[src/rtl/dsleep_pkg.sv]
package dsleep_pkg;
  localparam int NWAKE    = 5;
  localparam int WK_WDT   = 0;
  localparam int WK_RTC   = 1;
  localparam int WK_INT   = 2;
  localparam int WK_ULP   = 3;
  localparam int WK_FAULT = 4;

  typedef enum logic [1:0] {
    ST_RUN    = 2'd0,
    ST_DSLEEP = 2'd1,
    ST_WAKE   = 2'd2
  } pstate_t;
endpackage

[src/rtl/dsleep_arm.sv]
module dsleep_arm (
  input  logic clk,
  input  logic rst,
  input  logic in_run,
  input  logic instr_vld,
  input  logic instr_sleep,
  input  logic ds_arm_wr,
  input  logic regslp,
  input  logic idle_en,
  input  logic rtc_busy_in,
  output logic go_deep,
  output logic light_sleep_req,
  output logic rtc_busy
);
  logic arm_q;
  logic light_q;
  logic busy_q;

  // Deep entry needs the armed bit from the directly preceding instruction
  assign go_deep = in_run && instr_vld && instr_sleep && arm_q && regslp && !idle_en;

  always_ff @(posedge clk) begin
    if (rst) begin
      arm_q   <= 1'b0;
      light_q <= 1'b0;
      busy_q  <= 1'b0;
    end else begin
      busy_q  <= rtc_busy_in;
      light_q <= in_run && instr_vld && instr_sleep && !go_deep;
      if (!in_run)        arm_q <= 1'b0;
      else if (instr_vld) arm_q <= ds_arm_wr;
    end
  end

  assign light_sleep_req = light_q;
  assign rtc_busy        = busy_q;

  // an ordinary sleep request is only issued while running
  p_light_in_run_r2: assert property (@(posedge clk) disable iff (rst)
    light_q |-> in_run);
  // busy flag mirrors its input one cycle later
  p_busy_delay_r11: assert property (@(posedge clk) disable iff (rst)
    1'b1 |=> (busy_q == $past(rtc_busy_in)));
endmodule

[src/rtl/dsleep_seq.sv]
module dsleep_seq
  import dsleep_pkg::*;
#(
  parameter int POR_CYC = 4
) (
  input  logic clk,
  input  logic rst,
  input  logic go_deep,
  input  logic wake_any,
  output logic in_run,
  output logic in_ds,
  output logic wake_start,
  output logic pdown_req,
  output logic por_req
);
  localparam int CW = $clog2(POR_CYC + 1);

  pstate_t       state_q;
  logic [CW-1:0] cnt_q;
  logic          pdown_q;
  logic          por_q;

  assign in_run     = (state_q == ST_RUN);
  assign in_ds      = (state_q == ST_DSLEEP);
  assign wake_start = in_ds && wake_any;

  always_ff @(posedge clk) begin
    if (rst) begin
      state_q <= ST_RUN;
      cnt_q   <= '0;
      pdown_q <= 1'b0;
      por_q   <= 1'b0;
    end else begin
      case (state_q)
        ST_RUN: begin
          if (go_deep) begin
            state_q <= ST_DSLEEP;
            pdown_q <= 1'b1;
          end
        end
        ST_DSLEEP: begin
          if (wake_any) begin
            state_q <= ST_WAKE;
            pdown_q <= 1'b0;
            por_q   <= 1'b1;
            cnt_q   <= CW'(POR_CYC - 1);
          end
        end
        ST_WAKE: begin
          if (cnt_q == '0) begin
            state_q <= ST_RUN;
            por_q   <= 1'b0;
          end else begin
            cnt_q <= cnt_q - 1'b1;
          end
        end
        default: state_q <= ST_RUN;
      endcase
    end
  end

  assign pdown_req = pdown_q;
  assign por_req   = por_q;

  // power-down begins only right after a qualified entry
  p_pdown_entry_r1: assert property (@(posedge clk) disable iff (rst)
    $rose(pdown_q) |-> $past(go_deep));
  // leaving power-down always raises the reset request
  p_exit_por_r4: assert property (@(posedge clk) disable iff (rst)
    $fell(pdown_q) |-> por_q);
  // reset request only follows power-down
  p_por_src_r4: assert property (@(posedge clk) disable iff (rst)
    $rose(por_q) |-> $past(pdown_q));
  // the two requests never overlap
  p_excl_r4: assert property (@(posedge clk) disable iff (rst)
    !(pdown_q && por_q));
endmodule

[src/rtl/dsleep_wake.sv]
module dsleep_wake
  import dsleep_pkg::*;
(
  input  logic             clk,
  input  logic             rst,
  input  logic             in_ds,
  input  logic             go_deep,
  input  logic             wake_start,
  input  logic             bor_en,
  input  logic             wk_wdt,
  input  logic             wk_rtc,
  input  logic             wk_int0,
  input  logic             wk_ulp,
  input  logic             bor_trip,
  input  logic             fault_det,
  output logic             wake_any,
  output logic [NWAKE-1:0] wake_flags,
  output logic             bor_flag
);
  logic [NWAKE-1:0] vec;
  logic             bor_hit;
  logic [NWAKE-1:0] flags_q;
  logic             bor_q;

  always_comb begin
    vec           = '0;
    vec[WK_WDT]   = wk_wdt;
    vec[WK_RTC]   = wk_rtc;
    vec[WK_INT]   = wk_int0;
    vec[WK_ULP]   = wk_ulp;
    vec[WK_FAULT] = fault_det;
  end

  assign bor_hit  = bor_en && bor_trip;
  assign wake_any = (|vec) || bor_hit;

  always_ff @(posedge clk) begin
    if (rst) begin
      flags_q <= '0;
      bor_q   <= 1'b0;
    end else if (go_deep) begin
      flags_q <= '0;
      bor_q   <= 1'b0;
    end else if (wake_start) begin
      flags_q <= vec;
      bor_q   <= bor_hit;
    end
  end

  assign wake_flags = flags_q;
  assign bor_flag   = bor_q;

  // the fault monitor always records its flag while asleep
  p_fault_flag_r6: assert property (@(posedge clk) disable iff (rst)
    (in_ds && fault_det) |=> flags_q[WK_FAULT]);
  // flags move only on entry or on the first wake cycle
  p_flags_hold_r5: assert property (@(posedge clk) disable iff (rst)
    (!wake_start && !go_deep) |=> ($stable(flags_q) && $stable(bor_q)));
  // a disabled detector never sets the brown-out flag
  p_bor_gate_r7: assert property (@(posedge clk) disable iff (rst)
    (in_ds && !bor_en) |=> !bor_q);
endmodule

[src/rtl/dsleep_retain.sv]
module dsleep_retain #(
  parameter int W         = 8,
  parameter int CTX_WORDS = 2
) (
  input  logic                   clk,
  input  logic                   rst,
  input  logic                   in_run,
  input  logic                   in_ds,
  input  logic                   go_deep,
  input  logic                   wake_start,
  input  logic                   clr_exit,
  input  logic                   clr_release,
  input  logic [CTX_WORDS-1:0]   ctx_wr,
  input  logic [W-1:0]           ctx_wdata,
  output logic                   ds_exit,
  output logic                   io_hold,
  output logic [CTX_WORDS*W-1:0] ctx_rdata
);
  logic exit_q;
  logic hold_q;

  always_ff @(posedge clk) begin
    if (rst) begin
      exit_q <= 1'b0;
      hold_q <= 1'b0;
    end else begin
      if (wake_start)              exit_q <= 1'b1;
      else if (in_run && clr_exit) exit_q <= 1'b0;
      if (go_deep)                    hold_q <= 1'b1;
      else if (in_run && clr_release) hold_q <= 1'b0;
    end
  end

  // Retained words are deliberately left out of the cold reset
  for (genvar gi = 0; gi < CTX_WORDS; gi++) begin : g_ctx
    logic [W-1:0] word_q;
    always_ff @(posedge clk) begin
      if (in_run && ctx_wr[gi]) word_q <= ctx_wdata;
    end
    assign ctx_rdata[gi*W +: W] = word_q;
  end

  assign ds_exit = exit_q;
  assign io_hold = hold_q;

  // I/O is held throughout deep sleep
  p_hold_in_ds_r10: assert property (@(posedge clk) disable iff (rst)
    in_ds |-> hold_q);
  // every wake sets the exit flag
  p_exit_set_r8: assert property (@(posedge clk) disable iff (rst)
    wake_start |=> exit_q);
  // context words are frozen outside run
  p_ctx_frozen_r9: assert property (@(posedge clk) disable iff (rst)
    !in_run |=> $stable(ctx_rdata));
endmodule

[src/rtl/dsleep_ctrl.sv]
module dsleep_ctrl
  import dsleep_pkg::*;
#(
  parameter int W         = 8,
  parameter int CTX_WORDS = 2,
  parameter int POR_CYC   = 4
) (
  input  logic                   clk,
  input  logic                   rst,
  input  logic                   instr_vld,
  input  logic                   instr_sleep,
  input  logic                   ds_arm_wr,
  input  logic                   regslp,
  input  logic                   idle_en,
  input  logic [CTX_WORDS-1:0]   ctx_wr,
  input  logic [W-1:0]           ctx_wdata,
  input  logic                   clr_exit,
  input  logic                   clr_release,
  input  logic                   bor_en,
  input  logic                   wk_wdt,
  input  logic                   wk_rtc,
  input  logic                   wk_int0,
  input  logic                   wk_ulp,
  input  logic                   bor_trip,
  input  logic                   fault_det,
  input  logic                   rtc_busy_in,
  output logic                   pdown_req,
  output logic                   por_req,
  output logic                   light_sleep_req,
  output logic                   ds_exit,
  output logic [NWAKE-1:0]       wake_flags,
  output logic                   bor_flag,
  output logic                   io_hold,
  output logic [CTX_WORDS*W-1:0] ctx_rdata,
  output logic                   rtc_busy
);
  logic in_run;
  logic in_ds;
  logic go_deep;
  logic wake_any;
  logic wake_start;

  dsleep_arm u_arm (
    .clk(clk), .rst(rst), .in_run(in_run),
    .instr_vld(instr_vld), .instr_sleep(instr_sleep), .ds_arm_wr(ds_arm_wr),
    .regslp(regslp), .idle_en(idle_en), .rtc_busy_in(rtc_busy_in),
    .go_deep(go_deep), .light_sleep_req(light_sleep_req), .rtc_busy(rtc_busy)
  );

  dsleep_seq #(.POR_CYC(POR_CYC)) u_seq (
    .clk(clk), .rst(rst), .go_deep(go_deep), .wake_any(wake_any),
    .in_run(in_run), .in_ds(in_ds), .wake_start(wake_start),
    .pdown_req(pdown_req), .por_req(por_req)
  );

  dsleep_wake u_wake (
    .clk(clk), .rst(rst), .in_ds(in_ds), .go_deep(go_deep),
    .wake_start(wake_start), .bor_en(bor_en),
    .wk_wdt(wk_wdt), .wk_rtc(wk_rtc), .wk_int0(wk_int0), .wk_ulp(wk_ulp),
    .bor_trip(bor_trip), .fault_det(fault_det),
    .wake_any(wake_any), .wake_flags(wake_flags), .bor_flag(bor_flag)
  );

  dsleep_retain #(.W(W), .CTX_WORDS(CTX_WORDS)) u_retain (
    .clk(clk), .rst(rst), .in_run(in_run), .in_ds(in_ds),
    .go_deep(go_deep), .wake_start(wake_start),
    .clr_exit(clr_exit), .clr_release(clr_release),
    .ctx_wr(ctx_wr), .ctx_wdata(ctx_wdata),
    .ds_exit(ds_exit), .io_hold(io_hold), .ctx_rdata(ctx_rdata)
  );
endmodule

[config.mk]
export PLATFORM = sky130hd
export DESIGN_NAME = dsleep_ctrl
export DESIGN_NICKNAME = d
export VERILOG_FILES = /design/src/rtl/dsleep_pkg.sv /design/src/rtl/dsleep_arm.sv /design/src/rtl/dsleep_seq.sv /design/src/rtl/dsleep_wake.sv /design/src/rtl/dsleep_retain.sv /design/src/rtl/dsleep_ctrl.sv
export SDC_FILE = /design/constraint.sdc
export NUM_CORES = 1
export LEC_CHECK = 0
export ABC_AREA = 1
export BUFFER_PORTS_ARGS = -buffer_cell sky130_fd_sc_hd__buf_4
export CORE_UTILIZATION = 42
export DETAILED_ROUTE_END_ITERATION = 6
export PLACE_DENSITY = 0.74
export RECOVER_POWER = 25
export SETUP_SLACK_MARGIN = 0.5
export SLEW_MARGIN = 30
export SYNTH_ARGS = -nofsm -noshare
export SYNTH_HDL_FRONTEND = slang
export SYNTH_SLANG_ARGS = --single-unit
[constraint.sdc]
create_clock -name clk -period 1.2 [get_ports clk]
set_input_delay 0.18 -clock clk [delete_from_list [all_inputs] [get_ports clk]]
set_output_delay 0.18 -clock clk [all_outputs]
set_load 0.1 [all_outputs]
[Word level (Yosys, flattened, before mapping)]
Cells that the tools add are included.
Word-level totals
  flip-flop bits (word level): 34
  word-level logic and storage cells: 66
  output and inout bits: 28
  bits of input ports: 27
Cells by class
  muxes and demuxes: 17
  add/sub/neg operators: 1
  eq/ne operators: 6
  reduce and logical (&&, ||, !) cells: 28
  bitwise operators: 1
Operators with widths (count)
  1-bit logical AND: 12
  3-bit AND reduction: 4
  1-bit 2-to-1 mux: 8
  2-bit nonzero test: 4
  2-bit 2-to-1 mux: 3
  3-bit 2-to-1 mux: 2
  2-bit case mux with 3 select lines: 1
  3-bit case mux with 2 select lines: 1
  5-bit OR reduction: 1
  2-bit by 1-bit inequality test with 1-bit output, second input constant: 2
  2-bit inequality test, second input constant: 2
  1-bit case mux with 2 select lines: 2
  2-bit OR reduction: 2
  3-bit zero test: 1
  3-bit by 1-bit subtractor with 3-bit output, second input constant: 1
  2-bit by 1-bit equality test with 1-bit output, second input constant: 1
  2-bit equality test, second input constant: 1
  1-bit zero test: 2
  2-bit zero test: 1
  1-bit logical OR: 1
  1-bit NOT: 1

[Longest topological paths before layout]
Gate-level depths: netlist of run 1.
  depth after elaboration: 8
  gate-level depth with buffers: 10
  depth with buffers taken out: 10

[Cells and area by module]
From an unflattened synthesis of run 1, not the netlist that was laid out.
Unflattened totals
  cell total of the unflattened synthesis: 143
  area, all modules: 1350.0 um^2
Modules (own cells, without submodules)
  dsleep_retain: cells each 30, sequential area each 520.5 um^2, times used 1, area each 571.8 um^2
  dsleep_seq: cells each 45, sequential area each 140.1 um^2, times used 1, area each 337.8 um^2
  dsleep_wake: cells each 46, sequential area each 120.1 um^2, times used 1, area each 301.5 um^2
  dsleep_arm: cells each 22, sequential area each 60.1 um^2, times used 1, area each 138.9 um^2

[Least setup slack after synthesis of run 1]
No wires, ideal clock.
  path type: register to register
  from: register u_seq.state_q[0]
  to: register u_seq.state_q[0]
  arrival time: 1221 ps
  period minus slack after synthesis: 1334 ps
  stages on the path, launching flop included: 10
  path buffers: 0
  setup time: 113 ps
  data required time: 1087 ps
  setup slack: -134 ps
  cells stage by stage: dfxtp_1 inv_1 ha_1 inv_2 nor2_2 nand2_2 nand2_2 nand3_4 nor2_1 nor2_1
On the way
  longest elaborated chain between the ends: 8
  elaborated cells between the ends (all ways): 13
  classes of those cells: eq/ne (5); mux (1); reduce/logical (7)
Ends and longest elaborated chain
  from (decl): RTL line dsleep_seq.sv:18  | pstate_t state_q;
  from (signal assigned): RTL line dsleep_seq.sv:29  | state_q <= ST_RUN;
  from (signal assigned): RTL line dsleep_seq.sv:37  | state_q <= ST_DSLEEP;
  from (signal assigned): RTL line dsleep_seq.sv:43  | state_q <= ST_WAKE;
  2-bit zero test: RTL line dsleep_seq.sv:23, dsleep_seq.sv:34
  1-bit logical AND (5 in series): RTL line dsleep_arm.sv:20  | assign go_deep = in_run && instr_vld && instr_sleep && arm_q && regslp && !idle_en;
  2-bit inequality test (no line)
  3-bit AND reduction (no line)
Parallel ways exist; a longest one is shown, timed or not.
A chain may end at the register's enable or synchronous reset.

[Worst setup path in the final report of run 1]
Ends and elaborated chain as after synthesis.

==> impl_results.md, run 1 <==
* Die footprint at 3510 um2
* Final RePlAce weighted congestion at 0.7386
* Post-synthesis instance area at 1376 um2
* Distinct cell type count after synthesis at 18
* Min-Delay Path Class: primary input to flip-flop
* Post-Route Utilization at 85.93%
* Largest net degree at the start of global routing at 12
* Worst endpoint required time at 1.48 ns
* Nets in the synthesized netlist at 173
* Endpoints failing hold at 0
* Core Rows at 20
* Count of filler cells inserted in the layout at 144
* Worst IR drop on VDD at 1699 uV
* Max-cap violation count at 0
* Count of port buffers added during placement at 54
* Max-slew violation total from the final report at 0
* Clock transition time at the flip-flop clock pins of the worst setup and hold paths at 0.11 ns
* Antenna viol nets, final at 0
* First-pass GRT wire length at 6.520 mm
* Detailed-routing iteration count for the pre-antenna-repair pass at 4
* # H-tree levels at 2
* Number of instances in the synthesized netlist at 139
* Count of hold-fix buffers inserted at cts at 0
* Clock latency reported for the late side of the worst-skew pair at 0.35 ns
* TritonCTS clock tree: yes
* DRC Markers at 0
* Total routing resource utilization after global routing at 26.06%
* Signed area change from the synthesized netlist to the final layout at 92.18%
* Max-Slew Margin vs Limit at 76.98%
* Peak fanout along the critical path at 4
* Fraction of layout instances using a drive strength above 1 at 61.93%
* Pwr Density at 2437 nW/um2
* Clock root buffer master: clkbuf_4
* Aggregate negative setup slack at -0.3869 ns
* Maximum buffer depth of the clock tree at 2
* Top library cells by usage in the layout, fill and taps aside: 36 x buf_4, 29 x nand2_1, 28 x buf_12, 16 x edfxtp_1, 14 x dfxtp_4
* Worst Slack Setup Final at -0.1004 ns
* Inserted Clock Buffers at 5
* Pre-CTS WS at -0.07578 ns
* Tightest Pin Transition at 0.3449 ns
* Critical path start-end classification: flip-flop to flip-flop
* Worst R2R Start: u_seq.state_q[0]
* Area of the core region at 3078 um2
* Final setup fails at 8
* Chip width at 59.25 um
* Reported leakage power at 0.001107 uW
* Overflow after GRT at 0
* Chip Height at 59.25 um
* Power after layout at 6447 uW
* Crit path time final at 1.300 ns
* Nets@finish at 251
* Endpoint type of the worst setup path: flip-flop
* Number of placed cells counting well taps at 243
* Average instance area after synthesis at 9.902 um2
* Half-perimeter wire length of the detailed placement result at 2.453 mm
* Violated checks: setup timing
* Total number of yosys warnings at 0
* DRT iter0 DRCs at 67
* Run status: finished, violations left
* Mean routed wirelength per cell at 18.86 um
* Antenna violations before repair at 0
* Total detailed-routing wirelength at 4.942 mm
* Hold path start: ctx_wdata[7]
* Average vias per placed instance at 5.218
* Top achievable clock speed at 769.0 MHz
* Startpoint type of the worst setup path: flip-flop
* Setup skew after layout at 0.007557 ns
* CTS Sinks at 34
* Starting density of the core at 44.72%
* Origin of the worst setup path: u_seq.state_q[0]
* Share of the clock period used by the worst path at 108.4%
* Unrepaired setup endpoints after global routing: yes
* Non-filler instance count after layout at 262
* Most common cell after layout, fill and taps aside: buf_4
* Antenna cell count at 0
* Arrival time at the worst endpoint at 1.58 ns
* Synthesis-stage register bit count at 34
* Number of global-route vias before repair at 1358
* Sequential element share of the synthesized area at 61.09%
* Overall via count from detail_route at 1367
* Number of I/O pins at 55
-- kinds of logic after synthesis --
kind of cell             share of synthesized area, %
AND/OR/NAND/NOR                                 21.09
flip-flops                                      61.09
buffers and inverters                           4.636
AO/OA/AOI/OAI                                   6.092
adder cells (fa/ha/maj)                         6.363
multiplexers                                   0.7273
-- cell type report --
class | instances | area [um2] | share of cell area (%)
tap | 44 | 55.05 | 2.081
clock inverter | 3 | 16.27 | 0.6149
multi-input combinational | 89 | 649.4 | 24.55
clock buffer | 5 | 37.54 | 1.419
timing repair buffer | 70 | 898.4 | 33.96
inverter | 17 | 93.84 | 3.548
sequential | 34 | 894.6 | 33.82
-- sequential cells by signal (all words and copies together), names as in the netlist, 2 cells and up --
register / count
u_retain.g_ctx.word_q: 16
u_wake.wake_flags: 5
u_seq.cnt_q: 3
u_seq.state_q: 2
-- power by group --
part	switching, uW	internal [uW]	total [uW]	leakage (uW)
Combinational	2440	1580	4020	0.000768
Clock	424	218	642	0.0000286
Sequential	240	1550	1790	0.000310
Total	3100	3340	6450	0.00111
-- cell usage after synthesis (all sizes together) --
library cell | count | share of area, %
edfxtp | 16 | 35
nor2 | 16 | 4.5
mux2i | 1 | 0.73
nand4 | 3 | 1.4
nor3 | 2 | 0.73
a21oi | 12 | 4.4
inv | 17 | 4.6
nand2 | 41 | 12
ha | 7 | 6.4
dfxtp | 18 | 26
o211ai | 1 | 0.55
nand3 | 4 | 2.7
o21ai | 1 | 1.2
-- final timing paths --
path                                      end  depth (start not counted)  slack (ns)
setup / recovery             u_seq.state_q[0]                         10       -0.10
hold / removal    u_retain.g_ctx[1].word_q[7]                          1        0.01
setup reg to reg             u_seq.state_q[0]                         10       -0.10
hold reg to reg               u_seq.pdown_req                          2        0.50
-- layer usage --
metal / GRT usage [%] / wire (um)
met4: 10.54 / 150
met1: 27.43 / 1719
met5: 0 / 0
met2: 49.28 / 2742
met3: 5.895 / 330
-- timing repair --
item	4_1_cts	5_1_grt
resized for setup	113	25
cloned	0	1
pin swaps	8	3
buffers inserted	5	5
setup endpoints to repair	61	61
-- metrics by stage --
step           cell area, um2  hold WS [ns]
2_1_floorplan            1453        0.2394
3_3_place_gp             1958        0.3665
3_5_place_dp             1958        0.3701
4_1_cts                  2512       0.01742
5_1_grt                  2645      0.002488
6_report                 2645       0.01217
-- worst max-delay path: stages, from the launching register on --
cell and delay, ns:
dfxtp_4 0.38, inv_6 0.08, ha_4 0.16, inv_4 0.04, nor2_4 0.09, nand2_4 0.06, nand2_4 0.09, nand3_4 0.09
nand2_1 0.07, nand2_1 0.05, nor2_1 0.11
Power figures use the tool's default switching activity.
==> run 2: changes to the inputs <==
--- a/config.mk
+++ b/config.mk
@@ -15,4 +15,5 @@
 export SLEW_MARGIN = 30
 export SYNTH_ARGS = -nofsm -noshare
 export SYNTH_HDL_FRONTEND = slang
+export SYNTH_HIERARCHICAL = 1
 export SYNTH_SLANG_ARGS = --single-unit
==> impl_results.md, run 2 <==
* TritonCTS clock tree: yes
* Share of the clock period used by the worst path at 94.58%
* Min-Delay Path Class: primary input to flip-flop
* Startpoint type of the worst setup path: flip-flop
* Antenna violations before repair at 0
* Largest net degree at the start of global routing at 13
* Pre-CTS WS at 0.05016 ns
* Combinational family with the most area after synthesis: simple AND/OR/NAND/NOR gates
* Endpoints failing hold at 0
* Tightest Pin Transition at 0.2096 ns
* Number of instances in the synthesized netlist at 143
* Largest register FFs at 16
* DRC Markers at 0
* Top post-synthesis cells by area: edfxtp_1 36%, dfxtp_1 27%, nand2_1 10%, inv_1 6.4%, nor2_1 4.7%
* Total detailed-routing wirelength at 3.344 mm
* Register with the highest flop count: u_retain/g_ctx.word_q
* Count of port buffers added during placement at 54
* # H-tree levels at 2
* Fraction of registers with async set/reset at 0%
* Number of I/O pins at 55
* Most used standard cell by instance count after synthesis: nand2_1
* Total routing resource utilization after global routing at 20.51%
* Synthesized-area fraction occupied by and/or/nand/nor cells at 23.26%
* Synthesis-stage register bit count at 34
* Arrival time at the worst endpoint at 1.19 ns
* Starting density of the core at 44.22%
* Total number of yosys warnings at 6
* Max-Slew Margin vs Limit at 86.06%
* Overflow after GRT at 0
* Chip width at 58.70 um
* Run status: finished clean
* Max-cap violation count at 0
* Top library cells by usage in the layout, fill and taps aside: 30 x nand2_1, 28 x buf_4, 19 x buf_6, 16 x inv_1, 16 x edfxtp_1
* Count of hold-fix buffers inserted at cts at 0
* Inserted Clock Buffers at 5
* Cell accounting for the most synthesized area: edfxtp_1
* Die footprint at 3445 um2
* Post-synthesis instance area at 1350 um2
* Sequential element share of the synthesized area at 62.28%
* Most common cell after layout, fill and taps aside: nand2_1
* Worst Slack Setup Final at 0.06504 ns
* Multiplexer share of the synthesized area at 0%
* First-pass GRT wire length at 5.112 mm
* Pwr Density at 1007 nW/um2
* Unrepaired setup endpoints after global routing: yes
* Antenna viol nets, final at 0
* Area fraction in compound gates after synthesis at 4.541%
* DRT iter0 DRCs at 27
* Area share of fa/ha/maj cells after synthesis at 1.854%
* Nets@finish at 245
* Number of enable-type register cells in the synthesized netlist at 16
* Fraction of layout instances using a drive strength above 1 at 58.53%
* Endpoint type of the worst setup path: flip-flop
* Area of the core region at 3053 um2
* Setup skew after layout at 0.002118 ns
* Clock transition time at the flip-flop clock pins of the worst setup and hold paths at 0.09 ns
* Core Rows at 20
* Aggregate negative setup slack at 0 ns
* Average vias per placed instance at 4.586
* Share of the synthesized netlist area taken by xor and xnor gates at 0%
* Number of global-route vias before repair at 1172
* Most used DFF post-synth: dfxtp_1
* Signed area change from the synthesized netlist to the final layout at 71.64%
* Nets in the synthesized netlist at 172
* Worst IR drop on VDD at 562.6 uV
* Final setup fails at 0
* Reg2Reg Setup Slack at 0.07 ns
* Count of filler cells inserted in the layout at 234
* CTS Sinks at 34
* Crit path time final at 1.135 ns
* Top cells by count, synth: 37 x nand2_1, 23 x inv_1, 18 x dfxtp_1
* Distinct cell type count after synthesis at 18
* Chip Height at 58.70 um
* Worst hold slack after final layout at 0.04972 ns
* Area share of the largest cell type after synthesis at 35.59%
* Average instance area after synthesis at 9.441 um2
* Mean routed wirelength per cell at 12.81 um
* Peak fanout along the critical path at 8
* Reported leakage power at 0.0009990 uW
* Max-slew violation total from the final report at 0
* Maximum buffer depth of the clock tree at 2
* Detailed-routing iteration count for the pre-antenna-repair pass at 4
* Top achievable clock speed at 881.1 MHz
* Worst endpoint required time at 1.25 ns
* Half-perimeter wire length of the detailed placement result at 2.101 mm
* Antenna cell count at 0
* Clock latency reported for the late side of the worst-skew pair at 0.33 ns
* Final RePlAce weighted congestion at 0.7559
* Overall via count from detail_route at 1197
* Critical path start-end classification: flip-flop to flip-flop
* Clock root buffer master: clkbuf_4
-- run 2: changes by cell type in the layout (fill, tap and decap cells not counted), moves of 4 or more --
| cell | delta |
|---|---|
| buf_12 | -16 |
| buf_6 | +13 |
| inv_1 | +11 |
| buf_4 | -8 |
| nor2_2 | +8 |
| clkbuf_4 | +5 |
| clkbuf_1 | +4 |
-- run 2: metal layers --
metal / track usage [%] / wire length [um]
met1: 21.14 / 1236
met2: 39.74 / 1864
met3: 5.275 / 178
met4: 7.143 / 65
met5: 0 / 0
-- run 2: timing repair --
item | 4_1_cts | 5_1_grt
setup endpoints to repair | 61 | 61
gates resized for setup | 63 | 7
buffers inserted | 8 | 4
pin swaps | 7 | 8
-- run 2: final cells by class --
type                    instances  area, um2  area share (%)
flip-flops and latches         34      892.1           38.50
inverters                      26      120.1           5.184
repair buffers                 67      713.2           30.78
clock buffers                   6      41.29           1.782
clock inverters                 2      8.758          0.3780
well taps                      44      55.05           2.376
multi-input cells              82      486.7           21.00
-- run 2: kinds of logic after synthesis --
| family | count (synthesis) |
|---|---|
| simple gates | 70 |
| flops | 34 |
| buf+inv | 27 |
| compound gates | 10 |
| fa+ha+maj | 2 |
-- run 2: stage by stage --
stage | utilization (%) | power, uW | instances | instance area, um2
6_report | 75.90 | 2334 | 261 | 2317
5_1_grt | 75.90 | 2426 | 261 | 2317
4_1_cts | 74.55 | 2353 | 257 | 2276
3_5_place_dp | 63.03 | 1735 | 241 | 1924
3_3_place_gp | 63.03 | 1727 | 241 | 1924
2_1_floorplan | - | 1595 | 143 | 1468
-- run 2: worst paths after layout --
path / start / to / cells past startpoint
max: u_seq/state_q[0] / u_retain/g_ctx[0].word_q[2] / 4
min: rtc_busy_in / u_arm/rtc_busy / 3
max reg2reg: u_seq/state_q[0] / u_retain/g_ctx[0].word_q[2] / 4
min reg2reg: u_seq/pdown_req / u_seq/pdown_req / 2
-- run 2: report_power, final --
part / switching [uW] / internal [uW]
combinational: 351 / 155
sequential: 22.7 / 1230
clock: 353 / 220
total: 727 / 1610
-- run 2: critical path, cell delays in order (launching register included) --
cell	delay (ns)
dfxtp_4	0.38
nor2_4	0.16
buf_4	0.16
nand2_2	0.07
clkinv_4	0.09
